==> src/rtl/boot_map_decoder.sv <==
module boot_map_decoder #(
  parameter int ADDR_W = 24,
  parameter int ZONE_W = 5
) (
  input  logic              clk,
  input  logic              rst_n,
  input  logic [ADDR_W-1:0] addr,
  input  logic              wr,
  input  logic              as_valid,
  output logic              sel_ram,
  output logic              sel_rom,
  output logic              sel_scsi,
  output logic              sel_ser_rd,
  output logic              sel_ser_wr,
  output logic              sel_flop,
  output logic              sel_pia,
  output logic              bad_access
);

  localparam logic [ZONE_W-1:0] Z_ROM_HI  = ZONE_W'(9);
  localparam logic [ZONE_W-1:0] Z_ROM_LO  = ZONE_W'(8);
  localparam logic [ZONE_W-1:0] Z_SCSI    = ZONE_W'(11);
  localparam logic [ZONE_W-1:0] Z_BOOTRAM = ZONE_W'(12);
  localparam logic [ZONE_W-1:0] Z_SRD     = ZONE_W'(18);
  localparam logic [ZONE_W-1:0] Z_SWR     = ZONE_W'(22);
  localparam logic [ZONE_W-1:0] Z_FLOP    = ZONE_W'(26);
  localparam logic [ZONE_W-1:0] Z_PIA     = ZONE_W'(29);
  localparam logic [ZONE_W-1:0] Z_TOP     = ZONE_W'(30);

  logic [ZONE_W-1:0] zone;
  logic [7:0]        dec;
  logic              ovl;
  logic              ovl_clr;

  assign zone = addr[ADDR_W-1 -: ZONE_W];

  // dec = {ram, rom, scsi, ser_rd, ser_wr, flop, pia, bad}
  always_comb begin
    dec = 8'b0;
    if (zone < Z_ROM_LO)                          dec = ovl ? 8'b0100_0000 : 8'b1000_0000;
    else if (zone <= Z_ROM_HI)                    dec = 8'b0100_0000;
    else if (zone == Z_SCSI)                      dec = 8'b0010_0000;
    else if (zone == Z_BOOTRAM || zone == Z_BOOTRAM + 1'b1)
                                                  dec = ovl ? 8'b1000_0000 : 8'b0000_0001;
    else if (zone == Z_SRD || zone == Z_SRD + 1'b1)
                                                  dec = wr ? 8'b0000_0001 : 8'b0001_0000;
    else if (zone == Z_SWR || zone == Z_SWR + 1'b1)
                                                  dec = wr ? 8'b0000_1000 : 8'b0000_0001;
    else if (zone == Z_FLOP || zone == Z_FLOP + 1'b1)
                                                  dec = 8'b0000_0100;
    else if (zone == Z_PIA)                       dec = 8'b0000_0010;
    else if (zone >= Z_TOP)                       dec = 8'b0;
    else                                          dec = 8'b0000_0001;
    if (!as_valid) dec = 8'b0;
  end

  assign {sel_ram, sel_rom, sel_scsi, sel_ser_rd, sel_ser_wr, sel_flop, sel_pia, bad_access} = dec;

  assign ovl_clr = as_valid && ((zone >= Z_ROM_LO && zone <= Z_ROM_HI) || (wr && zone < Z_ROM_LO));

  always_ff @(posedge clk or negedge rst_n) begin
    if (!rst_n)       ovl <= 1'b1;
    else if (ovl_clr) ovl <= 1'b0;
  end


  onehot_out_chk: assert property (@(posedge clk) disable iff (!rst_n)
    $onehot0({sel_ram, sel_rom, sel_scsi, sel_ser_rd, sel_ser_wr, sel_flop, sel_pia, bad_access}));


  idle_quiet_chk: assert property (@(posedge clk) disable iff (!rst_n)
    !as_valid |-> !(sel_ram || sel_rom || sel_scsi || sel_ser_rd || sel_ser_wr || sel_flop || sel_pia || bad_access));


  idle_hold_chk: assert property (@(posedge clk) disable iff (!rst_n)
    !as_valid |=> $stable(ovl));


  ser_dir_chk: assert property (@(posedge clk) disable iff (!rst_n)
    (sel_ser_rd |-> !wr) and (sel_ser_wr |-> wr));


  rom_snoop_chk: assert property (@(posedge clk) disable iff (!rst_n)
    (as_valid && addr[ADDR_W-1 -: 4] == 4'h4) |=> !(sel_rom && addr[ADDR_W-1 -: 2] == 2'b00));


  ram_write_chk: assert property (@(posedge clk) disable iff (!rst_n)
    (as_valid && wr && addr[ADDR_W-1 -: 2] == 2'b00) |=> !(sel_rom && addr[ADDR_W-1 -: 2] == 2'b00));


  sticky_clear_chk: assert property (@(posedge clk) disable iff (!rst_n)
    !ovl |=> !ovl);

endmodule

==> config.mk <==
export PLATFORM = sky130hd
export DESIGN_NAME = boot_map_decoder
export DESIGN_NICKNAME = d
export VERILOG_FILES = /design/src/rtl/boot_map_decoder.sv
export SDC_FILE = /design/constraint.sdc
export NUM_CORES = 1
export LEC_CHECK = 0
export CAP_MARGIN = 10
export CORE_AREA = 2 2 39 41
export DETAILED_ROUTE_END_ITERATION = 8
export DIE_AREA = 0 0 41 43
export GPL_TIMING_DRIVEN = 0
export SLEW_MARGIN = 40
export SYNTH_ARGS = -nofsm -noshare
export SYNTH_HDL_FRONTEND = slang
export SYNTH_SLANG_ARGS = --single-unit
==> constraint.sdc <==
create_clock -name clk -period 1.4 [get_ports clk]
set_input_delay 0.28 -clock clk [delete_from_list [all_inputs] [get_ports clk]]
set_output_delay 0.28 -clock clk [all_outputs]
set_load 0.005 [all_outputs]
==> flow_summary.toml <==
[outcome]
outcome = "finished clean"

[grt]
use_met3_pct = 0
grt_pass1_wl_um = 1100
grt_max_degree = 8
antenna_found_initial = 0
track_usage_pct = 8.22
grt_overflow = 0
grt_use_met1_pct = 14.1
grt_pass1_vias = 247
met2_usage_pct = 11.9
grt-busiest-layer = "met1"

[timing]
fin_hold_ws_ns = 0.519
fin_crit_sh_pct = 96.5
report.final.slew_viol_count = 0
setup_viol = 0
slew_headroom_pct = 86.3
rsz0062_at_grt = "no"
max_freq_mhz = 741
worstMarginPinSlew_ns = 0.203
fin_setup_tns_ns = 0
skew_ns = 0
fin_crit_ns = 1.35
hold_viol = 0
setup_ws_ns = 0.0496

[route]
drc = 0
wl_um = 722
viasPerCell = 4.40
drt-initial-drc-count = 3
ant_nets = 0
first_pass_iters = 3
num_vias = 295
wl_per_cell_um = 10.8

[final_layout]
num-nets-final = 81
antenna_cells = 0
reg.largest.list = "ovl (1)"
stdcell_area_um2 = 398
final_cell_mix = "8 x buf_2, 6 x dlygate4sd2_1, 4 x nand2_1"
drive_gt1_share_pct = 43.1
largest_register_ffs = 1
regMostFlops = "ovl"
final-seq-area_um2 = 26.3
mostFrequentLayoutCell = "buf_2"
syn2layout_area_growth_pct = 84.9
nFillCells = 157
multi_input_area_um2 = 199

[clock_tree]
clkTransAtPathRegs_ns = 0
clkLatencyLatePin_ns = 0
cts_hold_buf = 0

[critical_path]
crit_slowest_cell = "dlygate4sd2_1"
critPathMaxStageDelay_ns = 0.26
crit_required_ns = 1.12
worstPathMaxFanout = 4
cp_num_buf_inv = 3
crit_type = "in2out"
worstSetupStartpointType = "input port"
crit_path_end_kind = "primary output"
cpLargestDelayFamily = "buffers and inverters"
cp_cell_sequence = "buf_2 > buf_4 > nor4_2 > dlygate4sd2_1"
worstPathArrival_ns = 1.07

[logic_synthesis]
avgSynthCellArea_um2 = 6.73
ys_ff_latch = 1
yosys.cell_types.count = 21
seq_area_frac_synth_pct = 12.2
syn_nets = 60
ys_warn_count = 0
syn_inst = 32
syn-cell-area_um2 = 215

[power_and_ir_drop]
p_per_area_mw_per_mm2 = 284
leakagePower_uw = 0.000206
irDropWorstVdd_mv = 0.0922

[floorplan]
core_mm2 = 0.00138
die_width_um = 41
top_level_ports = 36
initial_core_util_pct = 15.6
die_y_um = 43
rows = 14
dieArea_mm2 = 0.00176

[placed_design]
port_buffers = 16
place_ws_ns = -0.695
detailed_place_hpwl_um = 524
place_area_um2 = 395
gp_congestion = 0.742

[min_path]
hold_class = "reg2reg"

[job]
max_cap_violations = 0
## repair_timing
action / in CTS / in global routing
cloned: 1 / 0
pin swaps: 2 / 4
endpoints found under the setup margin: 8 / 3
buffers inserted: 2 / 0
resized for setup: 46 / 4
## metrics by stage
stage,utilization [%],std cells,power (µW)
after floorplan,-,32,63.2
after global placement,28.6,64,111
after detailed placement,28.6,64,112
after CTS,29.6,67,114
after global routing,28.8,67,121
final,28.8,67,113
## logic make-up (layout without fill, tap and decap cells)
| logic type | after synthesis | count (layout) | share of synthesized area, % |
|---|---|---|---|
| AND/OR/NAND/NOR | 17 | 17 | 47.7 |
| XOR/XNOR | 1 | 1 | 4.07 |
| flip-flops | 1 | 1 | 12.2 |
| AO/OA/AOI/OAI | 9 | 9 | 25.6 |
| buffers and inverters | 4 | 23 | 10.5 |
## synth_stat cells, drive strengths merged
cell	count	share of area (%)
and3	2	5.8
nor2	1	1.7
nor2b	2	5.8
nand4b	1	7.0
nor3	2	7.0
a31oi	1	2.9
o2bb2ai	1	4.1
nand2	5	8.7
nor4	2	5.8
o22ai	1	2.9
o21ai	3	7.0
a21oi	2	4.7
xor2	1	4.1
nand2b	1	2.9
dfstp	1	12
inv	3	5.2
nand4	1	2.9
buf	1	5.2
o221ai	1	4.1
## worst register-to-register path, delay by kind of cell, from the launching register on
| family | cells | cell delay [ns] |
|---|---|---|
| flops | 1 | 0.55 |
| compound gates | 1 | 0.17 |
| buf+inv | 1 | 0.07 |
## final cells by class
cell class	count	area share, %
timing repair buffer	19	32.7
sequential	1	6.60
buffer	1	2.83
inverter	3	2.83
tap	16	5.03
multi-input combinational	27	50.0
## worst paths after layout
check / slack [ns] / cells after the start / endpoint / start
worst min register to register: 0.52 / 2 / ovl / ovl
min in group asynchronous: 0.60 / 1 / ovl / rst_n
max in group asynchronous: 0.78 / 1 / ovl / rst_n
worst max-delay path: 0.05 / 4 / sel_ser_rd / addr[21]
worst min-delay path: 0.52 / 2 / ovl / ovl
worst max register to register: 0.53 / 2 / ovl / ovl
## power by group
| part | internal, µW | total, µW | switching [µW] |
|---|---|---|---|
| Combinational | 38.6 | 81.7 | 43.1 |
| Clock | 0 | 0 | 0 |
| Sequential | 30.6 | 31.5 | 0.867 |
## metal layers
layer | share of wire [%] | up-vias
li1 | - | 158
met1 | 45 | 129
met2 | 50 | 8
met3 | 5.0 | 0
met4 | 0 | 0
met5 | 0 | -
Power figures use the tool's default switching activity.
